$ cat src/rtl/exb_pkg.sv
package exb_pkg;
    localparam logic [2:0] REG_CSR  = 3'd0;
    localparam logic [2:0] REG_MADR = 3'd1;
    localparam logic [2:0] REG_LEN  = 3'd2;
    localparam logic [2:0] REG_CTRL = 3'd3;
    localparam logic [2:0] REG_DATA = 3'd4;

    // status/control bit positions (status sits one above its mask)
    localparam int B_DEV_ST  = 1;
    localparam int B_TC_ST   = 3;
    localparam int B_CS_LO   = 7;
    localparam int B_EXT_ST  = 11;
    localparam int B_PRESENT = 12;

    localparam logic [31:0] ST_BITS = 32'h0000_080A;
    localparam logic [31:0] RO_BITS = 32'h0000_1000;

    localparam logic [1:0] SEL_NONE = 2'd3;

    typedef enum logic [1:0] {
        SQ_IDLE,
        SQ_LAUNCH,
        SQ_WAIT
    } seq_state_e;
endpackage

$ cat src/rtl/exb_chan.sv
module exb_chan
    import exb_pkg::*;
#(
    parameter int DW = 32
) (
    input  logic          clk,
    input  logic          rst_n,
    input  logic          wr_en,
    input  logic [2:0]    wr_reg,
    input  logic [DW-1:0] wdata,
    input  logic          launch,
    input  logic          complete,
    input  logic          load_rd,
    input  logic          clr_cmd,
    input  logic [DW-1:0] rd_in,
    input  logic          attach,
    input  logic          detach,
    input  logic          dev_irq_in,
    output logic [DW-1:0] csr_q,
    output logic [DW-1:0] madr_q,
    output logic [DW-1:0] len_q,
    output logic [DW-1:0] ctrl_q,
    output logic [DW-1:0] data_q,
    output logic [1:0]    sel_idx,
    output logic          first_imm,
    output logic          irq_pend
);
    logic [DW-1:0] csr_nxt;
    logic          csr_wr;

    assign csr_wr = wr_en && (wr_reg == REG_CSR);

    always_comb begin
        csr_nxt = csr_q;
        if (csr_wr) begin
            csr_nxt = (csr_q & ~wdata & ST_BITS) | (csr_q & RO_BITS)
                    | (wdata & ~(ST_BITS | RO_BITS));
        end
        if (dev_irq_in) csr_nxt[B_DEV_ST] = 1'b1;
        if (complete)   csr_nxt[B_TC_ST]  = 1'b1;
        if (detach) begin
            csr_nxt[B_PRESENT] = 1'b0;
            csr_nxt[B_EXT_ST]  = 1'b1;
        end
        if (attach) begin
            csr_nxt[B_PRESENT] = 1'b1;
            csr_nxt[B_EXT_ST]  = 1'b1;
        end
    end

    always_ff @(posedge clk) begin
        if (!rst_n) begin
            csr_q     <= '0;
            madr_q    <= '0;
            len_q     <= '0;
            ctrl_q    <= '0;
            data_q    <= '0;
            first_imm <= 1'b0;
        end else begin
            csr_q <= csr_nxt;
            if (wr_en && wr_reg == REG_MADR) madr_q <= wdata;
            if (wr_en && wr_reg == REG_LEN)  len_q  <= wdata;
            if (wr_en && wr_reg == REG_CTRL) ctrl_q <= {wdata[DW-1:1], launch};
            else if (complete)               ctrl_q[0] <= 1'b0;
            if (load_rd)                     data_q <= rd_in;
            else if (wr_en && wr_reg == REG_DATA) data_q <= wdata;
            if (csr_wr)       first_imm <= 1'b1;
            else if (clr_cmd) first_imm <= 1'b0;
        end
    end

    always_comb begin
        if (csr_q[B_CS_LO])          sel_idx = 2'd0;
        else if (csr_q[B_CS_LO + 1]) sel_idx = 2'd1;
        else if (csr_q[B_CS_LO + 2]) sel_idx = 2'd2;
        else                         sel_idx = SEL_NONE;
    end

    assign irq_pend = |(csr_q & (csr_q << 1) & ST_BITS);
endmodule

$ cat src/rtl/exb_seq.sv
module exb_seq
    import exb_pkg::*;
#(
    parameter int CHW = 2
) (
    input  logic           clk,
    input  logic           rst_n,
    input  logic           wr_ctrl,
    input  logic [CHW-1:0] wr_chan,
    input  logic [5:0]     wr_fields,
    input  logic [1:0]     wr_sel,
    input  logic           dev_done,
    output logic           launch,
    output logic           complete,
    output logic           dev_start,
    output logic [CHW-1:0] cur_chan,
    output logic [1:0]     cur_idx,
    output logic           cur_dma,
    output logic [1:0]     cur_dir,
    output logic [1:0]     cur_len
);
    seq_state_e state_q, state_d;

    always_comb begin
        state_d  = state_q;
        launch   = 1'b0;
        complete = 1'b0;
        unique case (state_q)
            SQ_IDLE: begin
                if (wr_ctrl && wr_fields[0] && wr_sel != SEL_NONE) begin
                    launch  = 1'b1;
                    state_d = SQ_LAUNCH;
                end
            end
            SQ_LAUNCH: state_d = SQ_WAIT;
            SQ_WAIT: begin
                if (dev_done) begin
                    complete = 1'b1;
                    state_d  = SQ_IDLE;
                end
            end
            default: state_d = SQ_IDLE;
        endcase
    end

    always_ff @(posedge clk) begin
        if (!rst_n) begin
            state_q  <= SQ_IDLE;
            cur_chan <= '0;
            cur_idx  <= SEL_NONE;
            cur_dma  <= 1'b0;
            cur_dir  <= 2'd0;
            cur_len  <= 2'd0;
        end else begin
            state_q <= state_d;
            if (launch) begin
                cur_chan <= wr_chan;
                cur_idx  <= wr_sel;
                cur_dma  <= wr_fields[1];
                cur_dir  <= wr_fields[3:2];
                cur_len  <= wr_fields[5:4];
            end
        end
    end

    always_comb begin
        dev_start = (state_q == SQ_LAUNCH);
    end
endmodule

$ cat src/rtl/exp_bus_ctrl.sv
module exp_bus_ctrl
    import exb_pkg::*;
#(
    parameter int NUM_CH = 3,
    parameter int DW     = 32,
    localparam int CHW   = $clog2(NUM_CH),
    localparam int AW    = CHW + 3
) (
    input  logic              clk,
    input  logic              rst_n,
    input  logic              reg_wr,
    input  logic [AW-1:0]     reg_waddr,
    input  logic [DW-1:0]     reg_wdata,
    input  logic [AW-1:0]     reg_raddr,
    output logic [DW-1:0]     reg_rdata,
    input  logic [NUM_CH-1:0] ext_attach,
    input  logic [NUM_CH-1:0] ext_detach,
    input  logic [NUM_CH-1:0] ext_dev_irq,
    output logic              dev_start,
    output logic [CHW-1:0]    dev_chan,
    output logic [1:0]        dev_index,
    output logic [1:0]        dev_dir,
    output logic              dev_dma,
    output logic [2:0]        dev_bytes,
    output logic              dev_cmd_phase,
    input  logic              dev_done,
    input  logic [DW-1:0]     dev_rdata,
    output logic              cpu_irq
);
    logic [NUM_CH-1:0][DW-1:0] csr_all, madr_all, len_all, ctrl_all, data_all;
    logic [NUM_CH-1:0][1:0]    sel_all;
    logic [NUM_CH-1:0]         fimm_all, pend_all, wr_ch, launch_ch, cmpl_ch, load_ch, clr_ch;
    logic [CHW-1:0]            wchan, rchan;
    logic [2:0]                wreg, rreg;
    logic                      launch, complete, wr_ctrl;
    logic [1:0]                wr_sel, cur_len;

    assign wchan   = reg_waddr[AW-1:3];
    assign wreg    = reg_waddr[2:0];
    assign rchan   = reg_raddr[AW-1:3];
    assign rreg    = reg_raddr[2:0];
    assign wr_ctrl = reg_wr && (wreg == REG_CTRL) && (int'(wchan) < NUM_CH);

    for (genvar g = 0; g < NUM_CH; g++) begin : g_ch
        assign wr_ch[g]     = reg_wr && (wchan == CHW'(g));
        assign launch_ch[g] = launch && (wchan == CHW'(g));
        assign cmpl_ch[g]   = complete && (dev_chan == CHW'(g));
        assign load_ch[g]   = cmpl_ch[g] && (dev_dir == 2'b00) && !dev_dma;
        assign clr_ch[g]    = cmpl_ch[g] && (dev_dir == 2'b01) && !dev_dma;

        exb_chan #(.DW(DW)) u_chan (
            .clk       (clk),
            .rst_n     (rst_n),
            .wr_en     (wr_ch[g]),
            .wr_reg    (wreg),
            .wdata     (reg_wdata),
            .launch    (launch_ch[g]),
            .complete  (cmpl_ch[g]),
            .load_rd   (load_ch[g]),
            .clr_cmd   (clr_ch[g]),
            .rd_in     (dev_rdata),
            .attach    (ext_attach[g]),
            .detach    (ext_detach[g]),
            .dev_irq_in(ext_dev_irq[g]),
            .csr_q     (csr_all[g]),
            .madr_q    (madr_all[g]),
            .len_q     (len_all[g]),
            .ctrl_q    (ctrl_all[g]),
            .data_q    (data_all[g]),
            .sel_idx   (sel_all[g]),
            .first_imm (fimm_all[g]),
            .irq_pend  (pend_all[g])
        );
    end

    always_comb begin
        wr_sel        = SEL_NONE;
        dev_cmd_phase = 1'b0;
        reg_rdata     = '0;
        for (int i = 0; i < NUM_CH; i++) begin
            if (wchan == CHW'(i))    wr_sel = sel_all[i];
            if (dev_chan == CHW'(i)) dev_cmd_phase = fimm_all[i];
            if (rchan == CHW'(i)) begin
                case (rreg)
                    REG_CSR:  reg_rdata = csr_all[i];
                    REG_MADR: reg_rdata = madr_all[i];
                    REG_LEN:  reg_rdata = len_all[i];
                    REG_CTRL: reg_rdata = ctrl_all[i];
                    REG_DATA: reg_rdata = data_all[i];
                    default:  reg_rdata = '0;
                endcase
            end
        end
    end

    exb_seq #(.CHW(CHW)) u_seq (
        .clk      (clk),
        .rst_n    (rst_n),
        .wr_ctrl  (wr_ctrl),
        .wr_chan  (wchan),
        .wr_fields(reg_wdata[5:0]),
        .wr_sel   (wr_sel),
        .dev_done (dev_done),
        .launch   (launch),
        .complete (complete),
        .dev_start(dev_start),
        .cur_chan (dev_chan),
        .cur_idx  (dev_index),
        .cur_dma  (dev_dma),
        .cur_dir  (dev_dir),
        .cur_len  (cur_len)
    );

    assign dev_bytes = {1'b0, cur_len} + 3'd1;
    assign cpu_irq   = |pend_all;
endmodule

$ cat config.mk
export PLATFORM = sky130hd
export DESIGN_NAME = exp_bus_ctrl
export DESIGN_NICKNAME = d
export VERILOG_FILES = /design/src/rtl/exb_pkg.sv /design/src/rtl/exb_chan.sv /design/src/rtl/exb_seq.sv /design/src/rtl/exp_bus_ctrl.sv
export SDC_FILE = /design/constraint.sdc
export NUM_CORES = 1
export LEC_CHECK = 0
export BUFFER_PORTS_ARGS = -buffer_cell sky130_fd_sc_hd__buf_2
export CAP_MARGIN = 0
export CORE_ASPECT_RATIO = 0.8
export CORE_MARGIN = 4
export CORE_UTILIZATION = 55
export DETAILED_ROUTE_END_ITERATION = 8
export PLACE_DENSITY = 0.73
export SLEW_MARGIN = 10
export SYNTH_ARGS = -nofsm -noshare
export SYNTH_HDL_FRONTEND = slang
export SYNTH_SLANG_ARGS = --single-unit
$ cat constraint.sdc
create_clock -name clk -period 4.1 [get_ports clk]
set_clock_uncertainty 0.1 [all_clocks]
set_input_delay 0.205 -clock clk [delete_from_list [all_inputs] [get_ports clk]]
set_output_delay 0.205 -clock clk [all_outputs]
set_load 0.05 [all_outputs]
Word-level counts from Yosys, hierarchy flattened
Cells that the tools add are included.

operators by class
  $add $sub $neg = 1
  magnitude comparators = 1
  eq/ne operators = 20
  muxes and demuxes = 61
  bitwise gates (word level) = 13
  reduce and logical (&&, ||, !) cells = 68

operators with widths
  kind                   number
  $pmux W32 S5           3
  $mux W32               9
  $or A13 B32 Y32        3
  $and A12 B12 Y12       6
  $logic_and A1 B1 Y1    40
  $mux W13               3
  $or A12 B13 Y13        3
  $mux W2                17
  $reduce_bool A2 Y1     15
  $mux W1                28
  $eq A3 B2 Y1 const B   4
  $not A12 Y12           1
  $eq A2 B1 Y1 const B   5
  $logic_not A2 Y1       5
  $reduce_bool A3 Y1     3
  $reduce_or A9 Y1       1
  $eq A2 B2 Y1 const B   4
  $eq A3 B1 Y1 const B   2
  $eq A3 B3 Y1 const B   2
  $logic_not A3 Y1       2
  $pmux W2 S3            1
  $ne A2 B2 Y1 const B   2
  $add A2 B1 Y3 const B  1
  $lt A2 B2 Y1 const B   1
  3 further kinds        3

storage, ports and cells
  flip-flop bits (word level) = 494
  input port bits = 87
  output and inout bits = 45

Depth between registers and ports, before layout
Gate-level depths: netlist of the first run.

  word-level depth = 12
  gate-level depth with buffers = 9
  gate-level depth less buffers = 5

Modules after synthesis
From an unflattened synthesis of the first run, not the netlist that was laid out.

unflattened totals
  cell total of the unflattened synthesis = 2,841
  area total of the unflattened synthesis = 23,063.4 µm²

modules (own cells, without submodules)
  module        instances  cells each  area an instance (µm²)  seq. area each (µm²)
  exb_chan      3          718         5,948.2                 3,223.1
  exp_bus_ctrl  1          639         4,744.6                 0.0
  exb_seq       1          48          474.2                   220.2

Worst setup path before layout of the first run
No wires, ideal clock.

  path type = input to output
  from = in reg_raddr[2]
  to = out reg_rdata[12]
  arrival = 3,538 ps
  data required time = 3,795 ps
  path slack = 257 ps
  stages = 7
  path buffers = 3
  cell sequence = buf_4 -> nand2b_1 -> buf_2 -> nor2_1 -> buf_4 -> a211oi_1 -> a2111oi_0

between the ends
  cells in the longest elaborated chain, start to end = 5

ends and longest elaborated chain
  item                                        RTL line            RTL
  start: declaration                          exp_bus_ctrl.sv:14  input logic [AW-1:0] reg_raddr,
  $eq A3 B3 Y1, or another cell as far along  exp_bus_ctrl.sv:84  case (rreg)
  $pmux W32 S5                                exp_bus_ctrl.sv:84
  $mux W32 (2 in a row)                       exp_bus_ctrl.sv:83  if (rchan == CHW'(i)) begin
  $mux W32 (*)                                exp_bus_ctrl.sv:83
  end: declaration                            exp_bus_ctrl.sv:15  output logic [DW-1:0] reg_rdata,

Mark *: on every way between the ends. The rest lies on a longest branch, timed or not.

Worst setup path in the final report of the first run
  from = in reg_raddr[2]
  to = out reg_rdata[28]

Same word-level chain as after synthesis.

==> impl_summary.txt, run 1 <==
----------------------------------------------------
[Place]
  Placed cell areas ... 0.0233 sq mm
  DP Wirelength ... 57.4 mm
  Worst setup slack after placement ... 0.942 ns
  Count of buffers from port buffering ... 131
  Routability cong. ... 0.964

[Cells and area]
  Filler Cell Count ... 3,556
  Post-Layout Inst Area ... 0.0260 sq mm
  Fraction of layout instances using a drive strength above 1 ... 11.5%
  Layout area overhead ... 15.0%
  Net count reported at finish ... 3,115

[Timing]
  Final hold violation count ... 0
  Final total negative setup slack ... 0 ns
  Relative slew slack ... 9.54%
  Pins Over Slew Limit ... 0
  Worst Setup Slack, final ... 0.804 ns
  Unrepaired setup endpoints after global routing ... false
  Tcrit/Tclk final ... 80.4%
  Number of setup violations in the final report ... 0
  Final critical delay including setup and external delays ... 3.30 ns
  F_max ... 303 MHz
  Minimum hold slack ... 0.0655 ns
  Transition at the pin with the smallest max-transition slack ... 1.35 ns

[Critical path]
  Data required time of the critical path ... 3.80 ns
  Type of origin of the critical path ... input port
  Max Fanout on Critical Path ... 34
  CP Data Arrival Time ... 2.99 ns
  Critical path class ... input port to output pin
  Crit. End Element ... output pin

[Drt]
  Length of the first detailed-routing pass in iterations ... 6
  Detailed-route wire length ... 90.9 mm
  1st-iter DRT viols ... 4,318
  Total vias in the final route ... 23,610
  Wirelength per Cell ... 25.2 um
  Post-DRT Antenna Nets ... 0
  Drt via density ... 6.54
  Number of remaining DRC errors ... 0

[Flow run]
  Maximum capacitance violations ... 0

[Floorplan]
  Starting density of the core ... 55.7%
  Die span in y ... 189 um
  Core region area ... 0.0406 sq mm
  I/O pin count ... 132
  Die width ... 235 um
  Total Die Area ... 0.0444 sq mm
  Rows ... 66

[Synthesis]
  Distinct cell type count of the synthesized netlist ... 64
  Area of the mapped netlist ... 0.0226 sq mm
  Gate count of the mapped netlist ... 2,976
  Warning count from the yosys run ... 0
  Number of flops mapped to enable cells by yosys ... 0
  Main area contributors after synthesis ... dfxtp_1 44%, nand2_1 15%, a21oi_1 10%
  Largest area contributor in the synthesized netlist ... dfxtp_1
  Post-synthesis sequential element count ... 494
  Syn_nets ... 3,064
  Share of the yosys chip area belonging to registers ... 43.7%
  Area fraction of the dominant cell type after synthesis ... 43.7%
  Synth Area per Inst ... 7.60 sq um
  Post-synthesis async set-or-reset flop share ... 0%
  Library cell with the highest instance count after synthesis ... nand2_1
  Commonest register cell after synthesis ... dfxtp_1
  Commonest cells in the synthesized netlist ... 894 x nand2_1, 494 x dfxtp_1, 459 x a21oi_1, 204 x clkbuf_1, 170 x nor2_1

[CTS]
  Number of H-tree levels ... 2
  Count of buffers added by post-CTS timing repair for setup ... 0
  Clock latency on the worst-skew pair ... 0.58 ns
  Register clock-pin slew on the reported worst setup and hold paths ... 0.06 ns
  Number of gates resized after cts ... 0
  Buffer type at the clock tree root ... clkbuf_16
  Num CTS Buffers ... 49
  Clock buffer depth ... 3
  TritonCTS clock tree ... yes
  Clock sink total ... 494

[GRT]
  First-pass GRT wire length ... 136 mm
  Via count of the first global-routing pass ... 21,661
  Maximum number of pins on one net before global-route repair ... 120
  Grt met2 use ... 54.6%
  Grt met3 use ... 14.3%
  Overall overflow remaining after global route ... 0
  Met1 usage ... 56.1%
  Top Usage Layer GRT ... met1
  Total routing resource utilization after global routing ... 38.9%
  Number of antenna violations at the first check in global routing ... 1

[Worst hold path]
  Kind of path behind the tightest hold check ... input port to register

[Pwr]
  Pwr per Cell Area ... 405 mW/mm^2
  Static Leakage ... 0.00880 uW
  Post-route total power ... 10,500 uW
  Worst ir drop on vdd ... 0.318 mV

[Run status]
  Run status ... completed

----------------------------------------------------
final timing paths:
path / start / endpoint / slack, ns / cells after the start
min: reg_waddr[3] / u_seq.cur_chan[0] / 0.07 / 3
max: reg_raddr[2] / reg_rdata[28] / 0.80 / 8
max reg2reg: u_seq.state_q[0] / g_ch[0].u_chan.data_q[22] / 1.14 / 6
min reg2reg: g_ch[1].u_chan.ctrl_q[19] / g_ch[1].u_chan.ctrl_q[19] / 0.35 / 2
report_power, final:
part	internal (uW)	total [uW]	switching (uW)
clock network	2760	4720	1970
registers	4840	4870	33.2
logic	259	932	674
total	7850	10500	2670
critical path: stages:
cell and delay (ns):
buf_2 0.45, clkinv_1 0.17, buf_4 0.33, nor3_2 0.61, a211oi_1 0.18, a2bb2oi_1 0.16
a311oi_1 0.48, buf_2 0.37
cell families (layout without fill, tap and decap cells):
logic type,count (synthesis),in the layout,synth area share [%]
buf+inv,314,401,5.93
mux,105,105,5.65
flops,494,494,43.7
compound gates,812,812,22.3
simple gates,1250,1250,22.3
other cells,0,1,0
fa+ha+maj,1,1,0.0553
state kept, by name, summed over array words and instances (netlist names):
name / flops
g_ch.u_chan.ctrl_q: 96
g_ch.u_chan.csr_q: 96
u_seq.cur_dir: 2
u_seq.state_q: 2
g_ch.u_chan.first_imm: 3
g_ch.u_chan.madr_q: 96
u_seq.cur_len: 2
g_ch.u_chan.len_q: 96
u_seq.cur_chan: 2
u_seq.cur_dma: 1
u_seq.cur_idx: 2
g_ch.u_chan.data_q: 96
metal layers:
layer | share of wire, % | vias up | wire, um
met5 | 0 | - | 0
met1 | 40 | 11217 | 36000
met4 | 3.1 | 0 | 2860
li1 | - | 10390 | -
met3 | 17 | 231 | 15300
met2 | 40 | 1772 | 36800
repair_timing:
action,4_1_cts,5_1_grt
endpoints found under the hold margin,457,0
hold buffers,99,0
setup endpoints to repair,0,0
cell type report:
| cell class | count | area (sq um) | share of cell area (%) |
|---|---|---|---|
| sequential | 494 | 9890 | 38.0 |
| multi-input combinational | 2168 | 11500 | 44.0 |
| clock buffer | 68 | 1400 | 5.38 |
| timing repair buffer | 300 | 2260 | 8.68 |
| inverter | 14 | 60.1 | 0.231 |
| tap | 544 | 681 | 2.62 |
| antenna | 1 | 2.50 | 0.00962 |
| clock inverter | 19 | 262 | 1.01 |
cell usage in the layout (no fill, tap or decap), drive strengths merged, types with 68 or more instances in the layout:
| cell | instances |
|---|---|
| buf | 201 |
| a311oi | 97 |
| nand3 | 107 |
| dfxtp | 494 |
| dlygate4sd3 | 99 |
| nor2 | 171 |
| clkbuf | 68 |
| mux2i | 68 |
| nand2 | 894 |
| a21oi | 459 |
per-stage QoR:
| step | instances | util (%) |
|---|---|---|
| 2_1_floorplan | 2976 | - |
| 3_3_place_gp | 3421 | 57.5 |
| 3_5_place_dp | 3421 | 57.5 |
| 4_1_cts | 3607 | 64.0 |
| 5_1_grt | 3608 | 64.0 |
| 6_report | 3608 | 64.0 |
No activity file was read; power rests on OpenSTA's default activity.
==> inputs of run 2 (changes only) <==
--- a/config.mk
+++ b/config.mk
@@ -11,7 +11,7 @@
 export CORE_MARGIN = 4
 export CORE_UTILIZATION = 55
 export DETAILED_ROUTE_END_ITERATION = 8
-export PLACE_DENSITY = 0.73
+export PLACE_DENSITY = 0.76
 export SLEW_MARGIN = 10
 export SYNTH_ARGS = -nofsm -noshare
 export SYNTH_HDL_FRONTEND = slang
==> constraint.sdc (replaced) <==
create_clock -name clk -period 2.9 [get_ports clk]
set_clock_uncertainty 0.1 [all_clocks]
set_input_delay 0.145 -clock clk [delete_from_list [all_inputs] [get_ports clk]]
set_output_delay 0.145 -clock clk [all_outputs]
set_load 0.05 [all_outputs]
==> run 2 against run 1 <==
Against the previous run:
- wire length grew 0.31%
- utilization grew 1.4 points
- largest power group unchanged
- combinational power is 46% higher
- non-clock buffer count increased by 48
- critical endpoint is now g_ch[2].u_chan.data_q[29]
- worst setup slack worse by 0.74 ns
==> impl_summary.txt, run 2 (same netlist as run 1, synthesis figures left out) <==
----------------------------------------------------
[Run status]
  Run status ... completed (unchanged)

[Cells and area]
  Most common cell after layout, fill and taps aside ... nand2_1 (unchanged)
  Post-Layout Inst Area ... 0.0266 sq mm (was 0.0260 sq mm)
  Post-route non-filler standard cell count ... 3,660 (was 3,608)
  Filler Cell Count ... 3,413 (was 3,556)
  Net count reported at finish ... 3,163 (was 3,115)
  Fraction of layout instances using a drive strength above 1 ... 12.4% (was 11.5%)
  Most frequent cells in the layout ... 894 x nand2_1, 494 x dfxtp_1, 459 x a21oi_1 (unchanged)
  Layout area overhead ... 17.5% (was 15.0%)

[Drt]
  WL met1 ... 36.2 mm (was 36.0 mm)
  DR WL met3 ... 15.3 mm (about the same)
  Wirelength per Cell ... 24.9 um (was 25.2 um)
  Drt via density ... 6.53 (was 6.54)
  Number of remaining DRC errors ... 0 (unchanged)
  Post-DRT Antenna Nets ... 0 (unchanged)
  Length of the first detailed-routing pass in iterations ... 6 (unchanged)
  Uppermost layer routed ... met4 (unchanged)
  Amount of wire on met2 after detailed routing ... 36.8 mm (about the same)
  Total vias in the final route ... 23,911 (was 23,610)
  Detailed-route wire length ... 91.2 mm (was 90.9 mm)
  1st-iter DRT viols ... 4,033 (was 4,318)

[Timing]
  Relative slew slack ... 42.0% (was 9.54%)
  Unrepaired setup endpoints after global routing ... false (unchanged)
  Tcrit/Tclk final ... 97.9%
  Final total negative setup slack ... 0 ns (unchanged)
  Final critical delay including setup and external delays ... 2.84 ns
  Final hold violation count ... 0 (unchanged)
  Number of setup violations in the final report ... 0 (unchanged)
  Pins Over Slew Limit ... 0 (unchanged)
  Transition at the pin with the smallest max-transition slack ... 0.868 ns (was 1.35 ns)
  F_max ... 352 MHz

[Critical path]
  CP Data Arrival Time ... 3.27 ns (was 2.99 ns)
  Critical path class ... register to register (was input port to output pin)
  Max Fanout on Critical Path ... 64 (was 34)
  Critical path cell sequence ... nor2b_1, nor2b_1, nand4_1, buf_4, a311oi_1, dlygate4sd3_1 (was buf_2, clkinv_1, buf_4, nor3_2, a211oi_1, a2bb2oi_1, a311oi_1, buf_2)
  Slowest cell on the critical path ... dlygate4sd3_1 (was nor3_2)
  Crit path buffers/inverters ... 2 (was 4)
  Type of origin of the critical path ... register (was input port)
  CP max stage delay ... 0.60 ns (was 0.61 ns)
  Cell seen most often among critical-path stages ... nor2b_1 (was buf_2)
  Data required time of the critical path ... 3.33 ns (was 3.80 ns)
  CP delay by family, top ... buffers and inverters (unchanged)
  Crit. End Element ... register (was output pin)

[CTS]
  Buffer type at the clock tree root ... clkbuf_16 (unchanged)
  Number of H-tree levels ... 2 (unchanged)
  Number of gates resized after cts ... 0 (unchanged)
  Num CTS Buffers ... 49 (unchanged)
  # hold bufs at CTS ... 118 (was 99)
  Clock buffer depth ... 3 (unchanged)
  Clock sink total ... 494 (unchanged)
  Register clock-pin slew on the reported worst setup and hold paths ... 0.07 ns (was 0.06 ns)
  Clock latency on the worst-skew pair ... 0.61 ns (was 0.58 ns)
  TritonCTS clock tree ... yes (unchanged)
  Count of buffers added by post-CTS timing repair for setup ... 0 (unchanged)

[Pwr]
  Internal cell power ... 11,100 uW (was 7850 uW)
  Combinational fraction of design power ... 9.1% (was 8.9%)
  Worst ir drop on vdd ... 0.412 mV (was 0.318 mV)
  Relative contribution of the clock network to total power ... 44.8% (was 44.9%)
  Static Leakage ... 0.00911 uW (was 0.00880 uW)
  Pwr per Cell Area ... 562 mW/mm^2 (was 405 mW/mm^2)
  Proportion of power drawn by flip-flops and latches ... 46.1% (was 46.3%)
  Switching power total ... 3850 uW (was 2670 uW)
  Fraction of power spent switching nets ... 25.8% (was 25.4%)

[Place]
  Inst Count DP ... 3,450 (was 3,421)
  Placed cell areas ... 0.0237 sq mm (was 0.0233 sq mm)
  Routability cong. ... 1.05 (was 0.964)
  DP Wirelength ... 58.8 mm (was 57.4 mm)
  Count of buffers from port buffering ... 131 (unchanged)

[GRT]
  Maximum number of pins on one net before global-route repair ... 113 (was 120)
  First-pass GRT wire length ... 136 mm (about the same)
  Number of antenna violations at the first check in global routing ... 2 (was 1)
  Total routing resource utilization after global routing ... 39.2% (was 38.9%)
  Via count of the first global-routing pass ... 21,972 (was 21,661)
  Overall overflow remaining after global route ... 0 (unchanged)

[Floorplan]
  Starting density of the core ... 55.7% (unchanged)
  Die width ... 235 um (unchanged)
  Core region area ... 0.0406 sq mm (unchanged)
  Total Die Area ... 0.0444 sq mm (unchanged)
  I/O pin count ... 132 (unchanged)
  Rows ... 66 (unchanged)
  Die span in y ... 189 um (unchanged)

[Worst hold path]
  Kind of path behind the tightest hold check ... input port to register (unchanged)

[Flow run]
  Maximum capacitance violations ... 0 (unchanged)

----------------------------------------------------
-- run 2: changes by cell type in the layout (fill, tap and decap cells not counted), sizes merged --
cell and change:
clkbuf +1, clkinv -3, inv +4, dlygate4sd3 +19, diode +3, bufinv -1
buf +29
-- run 2: final cells by class --
| class | count | area, sq um | area share, % |
|---|---|---|---|
| repair buffers | 348 | 2780 | 10.4 |
| diodes | 4 | 10.0 | 0.0377 |
| inverters | 14 | 60.1 | 0.226 |
| clock buffers | 69 | 1400 | 5.27 |
| flip-flops and latches | 494 | 9890 | 37.2 |
| clock inverters | 19 | 270 | 1.02 |
| multi-input cells | 2168 | 11500 | 43.2 |
| well taps | 544 | 681 | 2.56 |
-- run 2: final timing paths --
check | start | endpoint | slack [ns] | depth (start not counted)
setup / recovery | u_seq.state_q[0] | g_ch[2].u_chan.data_q[29] | 0.06 | 6
hold / removal | reg_waddr[2] | g_ch[2].u_chan.csr_q[9] | 0.05 | 5
setup reg to reg | u_seq.state_q[0] | g_ch[2].u_chan.data_q[29] | 0.06 | 6
hold reg to reg | g_ch[1].u_chan.len_q[17] | g_ch[1].u_chan.len_q[17] | 0.35 | 2
-- run 2: metrics by stage --
stage	power, uW	setup WS [ns]	hold slack (ns)	utilization (%)
after floorplan	7750	0.228	0.162	-
after CTS	14900	0.155	0.0238	65.4
final	14900	0.0622	0.0482	65.4
after global placement	8220	0.483	0.257	58.4
after global routing	15300	0.0542	0.0495	65.4
after detailed placement	8230	0.438	0.264	58.4
-- run 2: worst reg2reg max path, delay by kind of cell, from the launching register on --
| kind | cells | cell delay, ns |
|---|---|---|
| buf+inv | 2 | 1.04 |
| compound gates | 1 | 0.40 |
| flops | 1 | 0.34 |
| simple gates | 3 | 0.86 |
-- run 2: layer usage --
layer	global-route usage, %	vias up
met1	56.7	11309
met4	12.4	0
met3	13.6	254
li1	-	10506
met2	54.7	1842
met5	0	-
-- run 2: power groups by stage --
stage / clock [uW] / combinational, uW / sequential, uW
2_1_floorplan: 0 / 736 / 7020
3_3_place_gp: 0 / 1190 / 7040
3_5_place_dp: 0 / 1200 / 7040
4_1_cts: 6700 / 1300 / 6890
5_1_grt: 6970 / 1400 / 6890
6_report: 6700 / 1360 / 6890
